`src/rtl/mea_pkg.sv`:
```
package mea_pkg;
  localparam int MEA_NWIDE = 4;
  localparam int MEA_NFILE = 2;
  localparam int MEA_CNT_W = 3;
  typedef logic [1:0] req_size_t;
endpackage

```
`src/rtl/mea_pair_check.sv`:
```
module mea_pair_check #(
  parameter int REG_W  = 3,
  parameter int FILE_W = 1
) (
  input  logic [FILE_W-1:0] grp_file,
  input  logic [FILE_W-1:0] src_file,
  input  logic [FILE_W-1:0] dst_file,
  input  logic [REG_W-1:0]  dst_reg,
  input  logic              dst_allow,
  input  logic              dst_full,
  input  logic              src_zero,
  input  logic              zero_only,
  output logic              pair_ok
);
  logic dst_narrow;
  logic same_file;
  assign dst_narrow = dst_reg[REG_W-1];
  assign same_file  = (src_file == grp_file) && (dst_file == grp_file);
  assign pair_ok    = same_file && dst_allow && !(dst_narrow && !dst_full)
                      && (!zero_only || src_zero);
endmodule

```
`src/rtl/mea_cap_gate.sv`:
```
module mea_cap_gate #(
  parameter int NFILE  = 2,
  parameter int FILE_W = 1,
  parameter int CNT_W  = 3
) (
  input  logic                   clk,
  input  logic                   rst_n,
  input  logic                   group_start,
  input  logic [NFILE*CNT_W-1:0] cap_limit,
  input  logic [FILE_W-1:0]      req_file,
  input  mea_pkg::req_size_t     req_size,
  input  logic                   commit,
  output logic                   cap_ok
);
  logic [CNT_W-1:0] base_a [NFILE];
  logic [CNT_W-1:0] lim;
  logic [CNT_W:0]   want;

  for (genvar f = 0; f < NFILE; f++) begin : g_file
    logic [CNT_W-1:0] cnt_q;
    logic [CNT_W:0]   sum;
    logic             hit;
    assign base_a[f] = group_start ? '0 : cnt_q;
    assign hit       = commit && (req_file == FILE_W'(f));
    assign sum       = {1'b0, base_a[f]} + (hit ? {{(CNT_W-1){1'b0}}, req_size} : '0);
    always_ff @(posedge clk) begin
      if (!rst_n)        cnt_q <= '0;
      else if (sum[CNT_W]) cnt_q <= '1;
      else               cnt_q <= sum[CNT_W-1:0];
    end
  end

  assign lim    = cap_limit[req_file*CNT_W +: CNT_W];
  assign want   = {1'b0, base_a[req_file]} + {{(CNT_W-1){1'b0}}, req_size};
  assign cap_ok = (lim == '0) || (want <= {1'b0, lim});
endmodule

```
`src/rtl/mea_alias_table.sv`:
```
module mea_alias_table #(
  parameter int NREG  = 8,
  parameter int REG_W = 3
) (
  input  logic             clk,
  input  logic             rst_n,
  input  logic             norm_valid,
  input  logic [REG_W-1:0] norm_reg,
  input  logic             norm_zero,
  input  logic [1:0]       upd_en,
  input  logic [REG_W-1:0] upd_dst [2],
  input  logic [REG_W-1:0] upd_src [2],
  output logic [1:0]       src_zero,
  input  logic [REG_W-1:0] look_reg,
  output logic             look_valid,
  output logic [REG_W-1:0] look_id,
  output logic             look_zero
);
  logic [NREG-1:0]  av_q, av_d, z_q, z_d;
  logic [REG_W-1:0] id_q [NREG];
  logic [REG_W-1:0] id_d [NREG];
  logic [REG_W-1:0] res  [2];

  function automatic logic covers(input logic [REG_W-1:0] x, input int r);
    return (REG_W'(r) == x) ||
           (!x[REG_W-1] && (REG_W'(r) == {1'b1, x[REG_W-2:0]}));
  endfunction

  always_comb begin
    for (int k = 0; k < 2; k++) begin
      res[k]      = av_q[upd_src[k]] ? id_q[upd_src[k]] : upd_src[k];
      src_zero[k] = z_q[upd_src[k]];
    end
  end

  always_comb begin
    av_d = av_q;
    z_d  = z_q;
    for (int r = 0; r < NREG; r++) begin
      id_d[r] = id_q[r];
      if (norm_valid && covers(norm_reg, r)) begin
        av_d[r] = 1'b0;
        z_d[r]  = norm_zero;
      end
      for (int k = 0; k < 2; k++) begin
        if (upd_en[k] && covers(upd_dst[k], r)) begin
          av_d[r] = 1'b1;
          id_d[r] = res[k];
          z_d[r]  = src_zero[k];
        end
      end
    end
  end

  always_ff @(posedge clk) begin
    if (!rst_n) begin
      av_q <= '0;
      z_q  <= '0;
      for (int r = 0; r < NREG; r++) id_q[r] <= '0;
    end else begin
      av_q <= av_d;
      z_q  <= z_d;
      for (int r = 0; r < NREG; r++) id_q[r] <= id_d[r];
    end
  end

  assign look_valid = av_q[look_reg];
  assign look_id    = id_q[look_reg];
  assign look_zero  = z_q[look_reg];
endmodule

```
`src/rtl/move_elim_arbiter.sv`:
```
module move_elim_arbiter #(
  parameter int NWIDE = mea_pkg::MEA_NWIDE,
  parameter int NFILE = mea_pkg::MEA_NFILE,
  parameter int CNT_W = mea_pkg::MEA_CNT_W,
  localparam int REG_W  = $clog2(NWIDE) + 1,
  localparam int NREG   = 2 * NWIDE,
  localparam int FILE_W = (NFILE > 1) ? $clog2(NFILE) : 1
) (
  input  logic                   clk,
  input  logic                   rst_n,
  input  logic                   group_start,
  input  logic [NFILE*CNT_W-1:0] cap_limit,
  input  logic [NFILE-1:0]       zero_only,
  input  logic                   req_valid,
  input  logic [1:0]             req_nwr,
  input  logic [1:0]             req_nrd,
  input  logic [2*REG_W-1:0]     wr_reg,
  input  logic [2*FILE_W-1:0]    wr_file,
  input  logic [1:0]             wr_allow,
  input  logic [1:0]             wr_full,
  input  logic [2*REG_W-1:0]     rd_reg,
  input  logic [2*FILE_W-1:0]    rd_file,
  output logic                   elim_ok,
  output logic [1:0]             elim_zero_wr,
  output logic [1:0]             elim_zero_rd,
  input  logic                   norm_valid,
  input  logic [REG_W-1:0]       norm_reg,
  input  logic                   norm_zero,
  input  logic [REG_W-1:0]       look_reg,
  output logic                   look_alias_valid,
  output logic [REG_W-1:0]       look_alias,
  output logic                   look_zero
);
  logic              is_swap, shape_ok, cap_ok;
  logic [FILE_W-1:0] grp_file;
  logic [1:0]        pair_ok, need, upd_en, src_zero, zr;
  logic [REG_W-1:0]  eff_dst [2];
  logic [REG_W-1:0]  src_reg [2];

  assign is_swap  = (req_nwr == 2'd2);
  assign shape_ok = (req_nwr == req_nrd) && ((req_nwr == 2'd1) || is_swap);
  assign grp_file = wr_file[FILE_W-1:0];
  assign need     = {is_swap, 1'b1};

  for (genvar k = 0; k < 2; k++) begin : g_pair
    localparam int WX = 1 - k;
    logic             wsel;
    logic [REG_W-1:0] d_reg;
    assign wsel       = is_swap ? WX[0] : 1'b0;
    assign d_reg      = wr_reg[wsel*REG_W +: REG_W];
    assign src_reg[k] = rd_reg[k*REG_W +: REG_W];
    assign eff_dst[k] = wr_full[wsel] ? {1'b0, d_reg[REG_W-2:0]} : d_reg;

    mea_pair_check #(.REG_W(REG_W), .FILE_W(FILE_W)) u_chk (
      .grp_file (grp_file),
      .src_file (rd_file[k*FILE_W +: FILE_W]),
      .dst_file (wr_file[wsel*FILE_W +: FILE_W]),
      .dst_reg  (d_reg),
      .dst_allow(wr_allow[wsel]),
      .dst_full (wr_full[wsel]),
      .src_zero (src_zero[k]),
      .zero_only(zero_only[grp_file]),
      .pair_ok  (pair_ok[k])
    );
  end

  assign elim_ok = req_valid && shape_ok && cap_ok && (&(pair_ok | ~need));
  assign upd_en  = elim_ok ? need : 2'b00;
  assign zr      = upd_en & src_zero;
  assign elim_zero_rd = zr;
  assign elim_zero_wr = is_swap ? {zr[0], zr[1]} : {1'b0, zr[0]};

  mea_cap_gate #(.NFILE(NFILE), .FILE_W(FILE_W), .CNT_W(CNT_W)) u_cap (
    .clk        (clk),
    .rst_n      (rst_n),
    .group_start(group_start),
    .cap_limit  (cap_limit),
    .req_file   (grp_file),
    .req_size   (req_nwr),
    .commit     (elim_ok),
    .cap_ok     (cap_ok)
  );

  mea_alias_table #(.NREG(NREG), .REG_W(REG_W)) u_tab (
    .clk       (clk),
    .rst_n     (rst_n),
    .norm_valid(norm_valid),
    .norm_reg  (norm_reg),
    .norm_zero (norm_zero),
    .upd_en    (upd_en),
    .upd_dst   (eff_dst),
    .upd_src   (src_reg),
    .src_zero  (src_zero),
    .look_reg  (look_reg),
    .look_valid(look_alias_valid),
    .look_id   (look_alias),
    .look_zero (look_zero)
  );
endmodule

```
`config.mk`:
```
export PLATFORM = sky130hd
export DESIGN_NAME = move_elim_arbiter
export DESIGN_NICKNAME = d
export VERILOG_FILES = /design/src/rtl/mea_pkg.sv /design/src/rtl/mea_pair_check.sv /design/src/rtl/mea_cap_gate.sv /design/src/rtl/mea_alias_table.sv /design/src/rtl/move_elim_arbiter.sv
export SDC_FILE = /design/constraint.sdc
export NUM_CORES = 1
export LEC_CHECK = 0
export CORE_ASPECT_RATIO = 0.7
export CORE_MARGIN = 4
export CORE_UTILIZATION = 60
export DETAILED_ROUTE_END_ITERATION = 12
export PLACE_DENSITY = 0.93
export SYNTH_ARGS = -nofsm -noshare
export SYNTH_HDL_FRONTEND = slang
export SYNTH_SLANG_ARGS = --single-unit
```
`constraint.sdc`:
```
create_clock -name clk -period 8.2 [get_ports clk]
set_clock_uncertainty 0.05 [all_clocks]
set_input_delay 1.23 -clock clk [delete_from_list [all_inputs] [get_ports clk]]
set_output_delay 1.23 -clock clk [all_outputs]
set_load 0.02 [all_outputs]
```
---- Word level (Yosys, flattened, before mapping) ----
Memory sizes are Yosys's and may differ from the RTL's.
Cells that the tools add are included.
operators by class
  magnitude comparators ................... 7
  $add $sub $neg .......................... 3
  muxes and demuxes ....................... 108
  $mul .................................... 2
  bitwise operators ....................... 13
  reduce and logical (&&, ||, !) cells .... 99
  shift operators ......................... 3
  equal/unequal tests ..................... 44
operators with widths
  operator             count
  $mux 3               35
  $mux 1               63
  $logic_and 1x1->1    51
  $eq 3x3->1 const A   12
  $reduce_bool 3->1    8
  $bmux 1 s3           6
  $eq 2x3->1 const A   6
  $reduce_and 2->1     9
  $logic_or 1x1->1     16
  $ne 2x2->1 const B   8
  $eq 2x2->1 const A   6
  $logic_not 3->1      4
  $lt 3x4->1 const B   3
  $shiftx 6x4->3       2
  $eq 1x3->1 const A   3
  $add 3x4->4          2
  $logic_not 1->1      8
  $mux 2               4
  $or 1x1->1           8
  $eq 1x2->1 const A   3
  $logic_not 2->1      3
  $mul 1x2->3 const B  2
  $add 3x2->4          1
  $le 4x3->1           1
  other kinds (12)     15
word-level totals
  output and inout bits ................... 10
  flip-flop bits (word level) ............. 22
  word-level logic and storage cells ...... 298
  RAM bits ................................ 24
  memories kept ........................... 1
memories
  memory      depth  width  rd ports  clocked after Yosys merged registers in  wr ports  line                   source
  u_tab.id_q  8      3      3         0                                        8         mea_alias_table.sv:20  logic [REG_W-1:0] id_q [NREG];

---- Depth between registers and ports, before layout ----
  depth in word-level cells ............... 17
  mapped depth ............................ 20
  mapped depth without buffers ............ 18

---- Modules after synthesis ----
Synthesis repeated with hierarchy kept, for this count alone.
second synthesis, totals
  cell total of the unflattened synthesis .. 409
  area total of the unflattened synthesis .. 4010.1 um2
by module, submodules not included
  module             area each (um2)  seq. area each (um2)  cells an instance  instances
  mea_alias_table    3119.2           1041.0                304                1
  mea_cap_gate       621.8            120.1                 72                 1
  move_elim_arbiter  198.9            0.0                   23                 1
  mea_pair_check     35.0             0.0                   5                  2

---- Least setup slack after synthesis ----
No wires, ideal clock.
  kind .................................... input to output
  from .................................... input port wr_file[0]
  to ...................................... output port elim_zero_rd[1]
  required time ........................... 6.920 ns
  setup slack ............................. 2.762 ns
  data arrival time ....................... 4.158 ns
  stages on the path ...................... 14
  path through ............................ buf_2 buf_6 mux2_2 ha_1 fa_1 xor2_1 ha_1 o21ai_0 o32a_1 o211ai_1 nor2_1 buf_2 nand2_1 nor2_1
between the ends
  cells in the longest elaborated chain, start to end .. 11
  elaborated cells between the ends (all ways) .. 32
ends and longest elaborated chain
  element                                                             line                     source
  from (decl)                                                         move_elim_arbiter.sv:18  input logic [2*FILE_W-1:0] wr_file,
  parallel branches: the longest is 8 deep, another holds $le 4x3->1  --
  $logic_and 1x1->1 (*)                                               move_elim_arbiter.sv:67  assign elim_ok = req_valid && shape_ok && cap_ok && (&(pair_ok | ~need));
  via elim_ok                                                         move_elim_arbiter.sv:23  output logic elim_ok,
  $mux 2 (*)                                                          move_elim_arbiter.sv:68  assign upd_en = elim_ok ? need : 2'b00;
  $and 2x2->2 (*)                                                     move_elim_arbiter.sv:69  assign zr = upd_en & src_zero;
  to (decl)                                                           move_elim_arbiter.sv:25  output logic [1:0] elim_zero_rd,
Mark *: on every way through the listed nets, which the timed path passes. The select of a mux whose other input is x is not followed.

---- Worst setup path in the final report ----
  from .................................... input port wr_file[0]
  to ...................................... output port elim_zero_rd[1]
between the ends
  cells in the longest elaborated chain, start to end .. 11
  elaborated cells between the ends (all ways) .. 32
ends and longest elaborated chain
  element                                                             line
  parallel branches: the longest is 8 deep, another holds $le 4x3->1  --
  $logic_and 1x1->1 (*)                                               move_elim_arbiter.sv:67
  $mux 2 (*)                                                          move_elim_arbiter.sv:68
  $and 2x2->2 (*)                                                     move_elim_arbiter.sv:69
Mark *: on every way between the ends. The select of a mux whose other input is x is not followed.

==> metrics.sh <==
GLOBALROUTE.TOTALOVERFLOW=0
POSTROUTEWIRELENGTH_MM=10.43
CRITICALPATHCATEGORY='in2out'
GRT_UTIL_ALL_LAYERS_PCT=28.93
CRIT_START='wr_file[0]'
CTS.HOLD.BUFFERS_ADDED=0
CRITPATHMAXFANOUT=14
DESIGN.FINAL.NETS=453
NETLIST.AREA_LEADER.SHARE_PCT=19.14
DPL.CELL_COUNT=464
WL_PER_CELL_MICRONS=22.10
DP_HPWL_MM=8.082
ROUTE.DETAILED.DRC=0
DR_TOTAL_VIAS=3290
SYNTH_TOP_AREA_CELL='edfxtp_1'
CTS_SETUP_BUFFERS=0
SYNTH_EDF_COUNT=24
CTS_BUFFERS=5
ASYNC_FLOP_SHARE_PCT=0
TIMING.MAX_CAP.VIOLATIONS=0
DIE_WIDTH_MICRONS=102.7
WORST-PATH-STAGES=14
YS.FLOP_TYPE='edfxtp_1'
YOSYS_REGISTER_BITS=46
SYNTH_SEQ_AREA_SHARE_PCT=30.83
CRIT_PATH_END='elim_zero_rd[1]'
GRT_START_MAX_NET_PINS=30
TIMING.REG2REG.SETUP_SLACK_NS=4.07
SYNTHCELLS=357
CLK_TRANSITION_REPORTED_PATHS_NS=0.09
NUM_ROWS=23
ANTENNA_VIOLATING_NETS_POST_ROUTE=0
SYN_NETS=414
HOLD_VIOLATIONS=0
CRITPATHSLOWESTCELL='clkdlybuf4s50_1'
SYNTH_AREA_PER_CELL_SQ_UM=10.55
SYNTH_CELL_TYPE_COUNT=63
GRT_PASS1_WL_MM=16.64
INITIAL_CORE_UTIL_PCT=63.84
CLOCK_LATENCY_NS=0.31
TIMING.RR.END='u_cap.g_file[1].cnt_q[1]'
AREA_GROWTH_SYN_TO_LAYOUT_PCT=15.51
SYNTH_WARNINGS=0
CRIT_BUF_INV=3
REG2REG_START='u_cap.g_file[1].cnt_q[0]'
CP_DATA_REQUIRED_TIME_NS=6.92
POST_CTS.RESIZED_INSTANCES=0
INSERTEDDIODECOUNT=0
DIE_AREA_SQ_UM=7629
LARGEST_STAGE_DELAY_ON_THE_CRITICAL_PATH_NS=0.86
MAX-CLOCK-PATH-BUFFERS=2
WORST_SLEW_MARGIN_REL_PCT=29.97
TOP_LEVEL_PORTS=54
SYNTH_TOP_CELLS_BY_AREA='edfxtp_1 19%, mux4_2 18%, dfxtp_1 12%'
FIRSTDRTPASSITERS=6
MAXCLOCKFREQUENCY_MHz=149.9
STATUS='complete, no violations'
FINAL-MAX-SLEW-VIOLATION-COUNT=0
NUMCLOCKSINKS=46
TRITONCTS_CLOCK_TREE='yes'
GRT_SETUP_UNREPAIRED='false'
WORST_SLEW_PIN_SLEW_NS=1.049
HOLDWS_NS=0.4463
VIAS_IN_THE_FIRST_GLOBAL_ROUTE=3285
FINALWORSTPATHREQUIREDPERIOD_NS=6.673
POWER_LEAKAGE_nW=1.613
FLOORPLAN.CORE_AREA_SQ_UM=5899
MIN_PERIOD_OVER_PERIOD_PCT=81.38
MIN_PATH_TYPE='reg2reg'
WORST_PATH_DOMINANT_CELL_FAMILY='buffers and inverters'
DRIVE_ABOVE_1_SHARE_PCT=17.63
ENDPOINT_KIND_OF_THE_WORST_SETUP_TIMING_PATH='primary output'
CTS_HTREE_LEVELS=2
CTS_ROOT_BUF='clkbuf_8'
CP.ARRIVAL_NS=5.39
STARTPOINT_TYPE='input port'
FINAL_AREA_SQ_UM=4350
FINALNONFILLERCELLS=472
FIRST_ITER_VIOLATIONS=339
GPL.FINAL_WEIGHTED_CONGESTION=0.9054
TIMING.CRITICAL_PATH.CELLS='clkdlybuf4s50_1, mux2_2, ha_1, fa_1, xor2_1, ha_1, o21ai_0, o32a_1, o211ai_1, nor2_1, buf_4, nand2_1, nor2_1, clkdlybuf4s50_1'
INITIAL_ANTENNA_VIOLATION_COUNT=0
VDD_DROP_MAX_mV=0.06284
COUNT_OF_FINAL_SETUP_VIOLATORS=0
TIMING.REG2REG.WORST_PATH_DEPTH=17
PLACED_AREA_SQ_UM=4262
SYNTH.CELL_AREA_SQ_UM=3766
TIMING.SETUP.TNS_NS=0
CHIPHEIGHT_MICRONS=74.29
PORTBUFFERS=53
DETAIL_ROUTE.VIAS_PER_CELL=6.970
CELLPOWERDENSITY_nW_PER_UM2=118.2
==> cells by family after synthesis <==
kind of cell / synth area share, %
simple gates: 18.64
compound gates: 13.89
mux: 26.38
flops: 30.83
buf+inv: 4.418
fa+ha+maj: 4.917
xor+xnor: 0.9304
==> worst min-delay path: cells and delay by family (launching register included) <==
| family | cells | cell delay [ns] |
|---|---|---|
| compound gates | 1 | 0.06 |
| flops | 1 | 0.34 |
| simple gates | 1 | 0.06 |
==> state kept, by name, indices dropped and copies added (netlist names) <==
name	cells
u_tab.z_q	8
u_cap.g_file.cnt_q	6
u_tab.id_q	24
u_tab.av_q	8
==> metrics by stage <==
step	setup WS, ns	utilization, %	total power, mW
5_1_grt	1.321	73.74	0.5329
2_1_floorplan	2.762	-	0.3290
3_5_place_dp	1.606	72.24	0.3714
3_3_place_gp	1.745	72.24	0.3658
6_report	1.527	73.74	0.5144
4_1_cts	1.584	73.74	0.5100
==> placed cells by master, fill, tap and decap left out, drive strengths merged, types with 2 or more instances in the layout <==
master and n:
clkdlybuf4s50 53, nor2 40, nand3 9, nor2b 14, or3 2, mux2 10, clkbuf 5, o21a 2
a21oi 17, mux4 30, edfxtp 24, nand3b 3, a21boi 2, o31ai 3, mux2i 18, and4 4
dfxtp 22, a211o 3, xnor2 3, a211oi 9, a221oi 2, nand4 2, ha 10, nand2b 6
o21ai 20, nor3 7, fa 3, a31oi 6, and3 3, nor3b 3, or2 2, inv 9
nand2 32, nor4 2
==> per-layer routing <==
metal / vias to the layer above / wire, microns / GRT usage, %
met2: 238 / 4878 / 46.42
met4: 0 / 237 / 9.607
met3: 29 / 1393 / 8.997
li1: 1444 / - / -
met5: - / 0 / 0
met1: 1579 / 3924 / 37.78
==> power by group <==
part	leakage, nW	switching [mW]	internal (mW)
Sequential	0.428	0.00707	0.248
Clock	0.0422	0.0845	0.0602
Combinational	1.14	0.0585	0.0559
==> final cells by class <==
class	instances	area, sq um
repair buffers	54	538.0
flip-flops and latches	46	1161
inverters	8	30.03
well taps	75	93.84
multi-input cells	281	2439
clock buffers	5	68.82
clock inverters	3	20.02
fillers	400	1549
==> synth_stat cells (2+ instances only) <==
| library cell | instances |
|---|---|
| nor3_1 | 5 |
| clkbuf_1 | 6 |
| and3_1 | 3 |
| nand4_2 | 2 |
| nand2_1 | 32 |
| nand3_2 | 2 |
| nor3_2 | 2 |
| ha_1 | 10 |
| mux4_2 | 30 |
| xnor2_1 | 3 |
| buf_4 | 2 |
| buf_1 | 2 |
| edfxtp_1 | 24 |
| buf_2 | 7 |
| nor2_1 | 40 |
| or3_1 | 2 |
| a21oi_1 | 16 |
| and4_1 | 4 |
| a211o_1 | 3 |
| mux2i_4 | 2 |
| nand2b_1 | 6 |
| a211oi_2 | 2 |
| buf_6 | 5 |
| o21a_1 | 2 |
| inv_1 | 7 |
| nor2b_1 | 14 |
| a31oi_1 | 6 |
| a221oi_2 | 2 |
| nor3b_1 | 3 |
| fa_1 | 3 |
| a211oi_1 | 7 |
| o21ai_0 | 18 |
| mux2i_1 | 16 |
| nand3_1 | 6 |
| dfxtp_1 | 22 |
| mux2_2 | 10 |
| nand3b_1 | 3 |
| o31ai_1 | 3 |
==> worst min path at each step <==
stage	end	cells past startpoint	startpoint
2_1_floorplan	u_tab.z_q[5]	2	u_tab.z_q[5]
3_3_place_gp	u_tab.av_q[4]	2	u_tab.av_q[4]
3_5_place_dp	u_tab.av_q[6]	2	u_tab.av_q[6]
4_1_cts	u_tab.av_q[6]	2	u_tab.av_q[6]
5_1_grt	u_tab.av_q[6]	2	u_tab.av_q[6]
6_report	u_tab.av_q[5]	2	u_tab.av_q[5]
No activity file was read; power rests on OpenSTA's default activity.
